**src/rtl/rbt_pkg.sv**
```systemverilog
package rbt_pkg;
  localparam int RBT_NUM_REGS = 32;
  localparam int RBT_IDX_W    = $clog2(RBT_NUM_REGS);
endpackage

```
**src/rtl/rbt_onehot_dec.sv**
```systemverilog
module rbt_onehot_dec #(
  parameter int NUM_REGS = rbt_pkg::RBT_NUM_REGS,
  parameter int IDX_W    = $clog2(NUM_REGS),
  parameter bit SKIP_ZERO = 1'b1
) (
  input  logic                en,
  input  logic [IDX_W-1:0]    idx,
  output logic [NUM_REGS-1:0] vec
);
  // One line per register; the hard-wired zero register is left out when asked.
  for (genvar g = 0; g < NUM_REGS; g++) begin : g_line
    if (SKIP_ZERO && g == 0) begin : g_zero
      assign vec[g] = 1'b0;
    end else begin : g_hit
      assign vec[g] = en && (idx == IDX_W'(g));
    end
  end
endmodule

```
**src/rtl/rbt_busy_bank.sv**
```systemverilog
module rbt_busy_bank #(
  parameter int NUM_REGS = rbt_pkg::RBT_NUM_REGS
) (
  input  logic                clk,
  input  logic                rst,
  input  logic                flush,
  input  logic [NUM_REGS-1:0] set_vec,
  input  logic                set_is_load,
  input  logic [NUM_REGS-1:0] hit_vec,
  output logic [NUM_REGS-1:0] busy_q,
  output logic [NUM_REGS-1:0] tag_q,
  output logic [NUM_REGS-1:0] linger_q
);
  for (genvar g = 0; g < NUM_REGS; g++) begin : g_cell
    logic retire_now;
    logic start_linger;

    // Plain write-backs and expiring load holds both release the register.
    assign retire_now   = linger_q[g] | (hit_vec[g] & busy_q[g] & ~tag_q[g]);
    assign start_linger = hit_vec[g] & busy_q[g] & tag_q[g] & ~linger_q[g] & ~set_vec[g];

    always_ff @(posedge clk) begin
      if (rst || flush) begin
        busy_q[g]   <= 1'b0;
        tag_q[g]    <= 1'b0;
        linger_q[g] <= 1'b0;
      end else begin
        // A new start on the register wins over any release.
        busy_q[g]   <= set_vec[g] | (busy_q[g] & ~retire_now);
        linger_q[g] <= start_linger;
        if (set_vec[g]) tag_q[g] <= set_is_load;
      end
    end
  end

  p_zero_never_busy_r5: assert property (@(posedge clk) disable iff (rst)
    !busy_q[0]);

  p_linger_implies_busy_r7: assert property (@(posedge clk) disable iff (rst)
    linger_q[NUM_REGS-1:0] == (linger_q & busy_q));
endmodule

```
**src/rtl/rbt_hazard.sv**
```systemverilog
module rbt_hazard #(
  parameter int NUM_REGS = rbt_pkg::RBT_NUM_REGS,
  parameter int IDX_W    = $clog2(NUM_REGS)
) (
  input  logic [NUM_REGS-1:0] busy,
  input  logic [IDX_W-1:0]    src_a,
  input  logic [IDX_W-1:0]    src_b,
  input  logic [IDX_W-1:0]    dst,
  input  logic                wen,
  output logic                ok
);
  logic raw_a, raw_b, waw;

  always_comb begin
    raw_a = busy[src_a];
    raw_b = busy[src_b];
    waw   = wen & busy[dst];
    ok    = ~(raw_a | raw_b | waw);
  end
endmodule

```
**src/rtl/reg_busy_track.sv**
```systemverilog
module reg_busy_track #(
  parameter int NUM_REGS = rbt_pkg::RBT_NUM_REGS,
  parameter int IDX_W    = $clog2(NUM_REGS)
) (
  input  logic             clk,
  input  logic             rst,
  input  logic             flush,
  input  logic             cand_valid,
  input  logic [IDX_W-1:0] cand_src_a,
  input  logic [IDX_W-1:0] cand_src_b,
  input  logic [IDX_W-1:0] cand_dst,
  input  logic             cand_wen,
  input  logic             cand_is_load,
  input  logic             wb_int_en,
  input  logic [IDX_W-1:0] wb_int_reg,
  input  logic             wb_long_en,
  input  logic [IDX_W-1:0] wb_long_reg,
  output logic             issue_ok
);
  logic [NUM_REGS-1:0] busy_q, tag_q, linger_q;
  logic [NUM_REGS-1:0] set_vec, wb_int_vec, wb_long_vec, hit_vec;
  logic                start_write;

  assign start_write = cand_valid & issue_ok & cand_wen;
  assign hit_vec     = wb_int_vec | wb_long_vec;

  rbt_onehot_dec #(.NUM_REGS(NUM_REGS), .IDX_W(IDX_W), .SKIP_ZERO(1'b1)) i_set_dec (
    .en(start_write), .idx(cand_dst), .vec(set_vec)
  );
  rbt_onehot_dec #(.NUM_REGS(NUM_REGS), .IDX_W(IDX_W), .SKIP_ZERO(1'b1)) i_int_dec (
    .en(wb_int_en), .idx(wb_int_reg), .vec(wb_int_vec)
  );
  rbt_onehot_dec #(.NUM_REGS(NUM_REGS), .IDX_W(IDX_W), .SKIP_ZERO(1'b1)) i_long_dec (
    .en(wb_long_en), .idx(wb_long_reg), .vec(wb_long_vec)
  );

  rbt_busy_bank #(.NUM_REGS(NUM_REGS)) i_bank (
    .clk(clk), .rst(rst), .flush(flush),
    .set_vec(set_vec), .set_is_load(cand_is_load), .hit_vec(hit_vec),
    .busy_q(busy_q), .tag_q(tag_q), .linger_q(linger_q)
  );

  rbt_hazard #(.NUM_REGS(NUM_REGS), .IDX_W(IDX_W)) i_hazard (
    .busy(busy_q), .src_a(cand_src_a), .src_b(cand_src_b),
    .dst(cand_dst), .wen(cand_wen), .ok(issue_ok)
  );

  p_issue_marks_r2: assert property (@(posedge clk) disable iff (rst)
    (cand_valid && issue_ok && cand_wen && cand_dst != '0 && !flush)
    |=> busy_q[$past(cand_dst)]);

  p_src_stall_r3: assert property (@(posedge clk) disable iff (rst)
    (busy_q[cand_src_a] || busy_q[cand_src_b]) |-> !issue_ok);

  p_int_wb_frees_r6: assert property (@(posedge clk) disable iff (rst)
    (wb_int_en && wb_int_reg != '0 && busy_q[wb_int_reg] && !tag_q[wb_int_reg]
     && !set_vec[wb_int_reg] && !flush)
    |=> !busy_q[$past(wb_int_reg)]);

  p_load_hold_r7: assert property (@(posedge clk) disable iff (rst)
    (wb_int_en && wb_int_reg != '0 && busy_q[wb_int_reg] && tag_q[wb_int_reg]
     && !linger_q[wb_int_reg] && !flush)
    |=> busy_q[$past(wb_int_reg)]);

  p_flush_all_r8: assert property (@(posedge clk) disable iff (rst)
    flush |=> busy_q == '0);
endmodule

```
**config.mk**
```make
export PLATFORM = sky130hd
export DESIGN_NAME = reg_busy_track
export DESIGN_NICKNAME = d
export VERILOG_FILES = /design/src/rtl/rbt_pkg.sv /design/src/rtl/rbt_onehot_dec.sv /design/src/rtl/rbt_busy_bank.sv /design/src/rtl/rbt_hazard.sv /design/src/rtl/reg_busy_track.sv
export SDC_FILE = /design/constraint.sdc
export NUM_CORES = 1
export LEC_CHECK = 0
export ABC_CLOCK_PERIOD_IN_PS = 3100
export BUFFER_PORTS_ARGS = -buffer_cell sky130_fd_sc_hd__buf_2
export CAP_MARGIN = 0
export CORE_AREA = 5 5 96 142
export DETAILED_ROUTE_END_ITERATION = 7
export DIE_AREA = 0 0 101 147
export PLACE_DENSITY = 0.55
export RECOVER_POWER = 100
export REMOVE_ABC_BUFFERS = 1
export SETUP_SLACK_MARGIN = 0.3
export SLEW_MARGIN = 40
export SYNTH_ARGS = -nofsm -noshare
export SYNTH_HDL_FRONTEND = slang
export SYNTH_SLANG_ARGS = --single-unit
```
**constraint.sdc**
```tcl
create_clock -name clk -period 3.1 [get_ports clk]
set_input_delay 0.62 -clock clk [delete_from_list [all_inputs] [get_ports clk]]
set_output_delay 0.62 -clock clk [all_outputs]
set_load 0.01 [all_outputs]
```
==> metrics.md <==
| Metric | Value |
|---|---|
| Status | complete, but fails checks |
| Failing checks | max-capacitance violations, max-slew violations |
| Layout cell share with drive strength beyond 1 | 16.67% |
| Standby leakage power | 2.206 nW |
| Routed WL | 15120 um |
| Critical Path AT | 2.28 ns |
| Worst R2R Setup Slack | 0.34 ns |
| Reg clk slew, reported paths | 0.07 ns |
| Async S/R FF share, synth | 0% |
| Yosys cell types | 44 |
| Max-Cap Viols | 1 |
| R2r startpoint | i_bank.busy_q[8] |
| Synth top area share | 37.07% |
| H-tree depth | 3 |
| Max FO, Critical Path | 5 |
| Internal power | 0.001978 W |
| Total track usage | 21.12% |
| PnR worst setup slack | 0.1961 ns |
| Gate count of the mapped netlist | 553 |
| Ant. Diodes | 0 |
| Dominant cell type by area after synthesis | dfxtp_1 |
| Worst Clk Skew | 0.008351 ns |
| Synth area leaders | dfxtp_1, mux2i_1, nor2b_1 |
| Clock Latency Late Sink | 0.35 ns |
| Grt ovf | 0 |
| Finished Core Util | 46.52% |
| Total Power | 0.002608 W |
| Critical path class | input port to output port |
| Synthesized area per cell | 9.082 um2 |
| Cell Area, Synth | 5022 um2 |
| CTS sink count | 93 |
| Sequential power share | 45.9% |
| FILL cells | 1197 |
| Switching share of power | 24.14% |
| P_sw | 0.0006294 W |
| Tcrit/Tclk final | 93.67% |
| Vias in the first global route | 4290 |
| Hold WS | 0.4667 ns |
| Pre-CTS setup slack | 0.03293 ns |
| Worst r2r path cells | 9 |
| Peak supply drop | 0.2440 mV |
| Worst Tran Pin Value | 1.815 ns |
| Die height | 147 um |
| Setup violations, final | 0 |
| Warnings from Yosys | 0 |
| Initial antenna violation count | 0 |
| Core footprint | 12320 um2 |
| Clock share of power | 44.7% |
| Comb power frac | 9.4% |
| Tightest Hold Check Type | register to register |
| First-pass GRT wire length | 24010 um |
| CTS tree | built |
| Max-slew violations | 24 |
| Critical path startpoint | cand_src_a[0] |
| Startpoint types | input port |
| Final Net Count | 616 |
| Relative max-transition margin | -21.42% |
| RePlAce Congestion | 0.9388 |
| I/O Buffers | 33 |
| Detail Placement HPWL | 11440 um |
| Final Hold Viols | 0 |
| P per Cell Area | 454.9 nW/um2 |
| FP Rows | 50 |
| Vias | 4374 |
| RSZ-0062 raised after global routing | true |
| Critical Path RT | 2.48 ns |
| Post-CTS Hold Fix Bufs | 0 |
| Root buf cell | clkbuf_16 |
| CTS Buffer Depth | 2 |
| Number of synthesized register bits | 93 |
| Layout area overhead | 14.15% |
| Cts bufs inserted | 9 |
| Avg Vias per Cell | 5.879 |
| Post-synth top flop | dfxtp_1 |
| Initial detailed-routing violation count | 279 |
| Minimum clock period | 2.904 ns |
| Largest net degree at the start of global routing | 46 |
| Die ar. | 14850 um2 |
| EDFF count, synth | 0 |
| Initial core utilization | 40.75% |
| Seq/Total Area, Yosys | 37.07% |
| Die width | 101 um |
| Commonest cells after routing, fill and taps aside | dfxtp_1, nand2_1, nor2b_1, mux2i_1, and4_1 |
| CP Capture Type | output port |
| Ports | 34 |
| TritonRoute pass-1 iters | 5 |
| Worst reg2reg path endpoint | i_bank.tag_q[11] |
| Peak Freq | 0.3444 GHz |
| Antenna-violating nets left | 0 |
| Avg WL per Cell | 20.32 um |
| Setup crit end | issue_ok |
| Most common cell after layout, fill and taps aside | dfxtp_1 |
| DRC viols | 0 |
==> sequential cells by signal, indices dropped and copies added, names as in the netlist <==
signal           count
i_bank.linger_q     31
i_bank.tag_q        31
i_bank.busy_q       31
==> area by class of cell <==
class                   count  area [um2]  area share [%]
multi-input cells         411        2923           50.98
flip-flops and latches     93        1866           32.54
repair buffers             58       391.6           6.831
clock buffers              12       266.5           4.649
well taps                 156       195.2           3.405
clock inverters             4       53.80          0.9385
inverters                  10       37.54          0.6547
==> cells in the mapped netlist, types with 3 or more instances <==
cell,instances
nor2b_1,46
mux2i_1,42
nor3_1,4
nor3b_1,3
mux4_1,5
a21oi_1,29
and4_4,3
buf_2,4
nor2_1,11
o22ai_1,30
or2_2,3
nand3_1,29
dfxtp_1,93
and4_1,31
a22oi_1,4
nand2b_1,29
buf_6,7
nand3b_1,4
clkbuf_1,26
and2_1,5
nand2_1,66
mux2_2,4
inv_1,10
nand4_1,13
a21boi_0,5
a311oi_1,4
o21a_1,5
and3_1,7
mux4_2,9
==> kinds of logic after synthesis <==
family	after synthesis	share of synthesized area (%)
DFF	93	37.07
and+or+nand+nor	261	30.64
muxes	60	15.92
AOI/OAI and AO/OA	90	11.49
buffers and inverters	49	4.883
==> critical path, cell delays in order <==
cell and delay [ns]:
buf_12 0.09, mux4_2 0.51, mux2_1 0.31, nand3_2 0.06
nand4_1 0.17, nor3_4 0.32, clkbuf_1 0.19
==> how the worst min path moves through the flow <==
stage	start	to	slack, ns	cells past startpoint
finish	i_bank.tag_q[27]	i_bank.linger_q[27]	0.47	2
global placement	i_bank.tag_q[27]	i_bank.linger_q[27]	0.44	2
CTS	i_bank.tag_q[13]	i_bank.tag_q[13]	0.47	2
floorplan	i_bank.tag_q[27]	i_bank.linger_q[27]	0.43	2
detailed placement	i_bank.tag_q[16]	i_bank.tag_q[16]	0.46	2
global route	i_bank.tag_q[27]	i_bank.linger_q[27]	0.49	2
==> metal layers <==
layer	GRT usage (%)	share of wire, %	vias to the layer above
met5	0	0	-
met3	4.086	4.6	25
li1	-	-	2081
met4	6.587	2.1	0
met2	36.74	51	151
met1	25.97	42	2117
==> what timing repair did <==
| action | 4_1_cts | 5_1_grt |
|---|---|---|
| gates resized for setup | 19 | 5 |
| pin swaps | 8 | 2 |
| buffers inserted | 6 | 1 |
| gates cloned | 0 | 0 |
| endpoints found under the setup margin | 1 | 1 |
==> stage by stage <==
stage / cell area, um2 / setup TNS [ns] / std cells
detailed placement: 5330 / 0 / 721
CTS: 5756 / 0 / 743
global route: 5733 / 0 / 744
floorplan: 4815 / -20.71 / 514
global placement: 5330 / 0 / 721
finish: 5733 / 0 / 744
==> power groups by stage <==
stage / clock network (W) / registers [W] / logic [W]
finish: 0.00117 / 0.00120 / 0.000245
global route: 0.00123 / 0.00120 / 0.000266
detailed placement: 0 / 0.00122 / 0.000229
global placement: 0 / 0.00122 / 0.000227
floorplan: 0 / 0.00122 / 0.000107
CTS: 0.00118 / 0.00120 / 0.000245
Note: power is estimated with default switching activity, not from simulation.
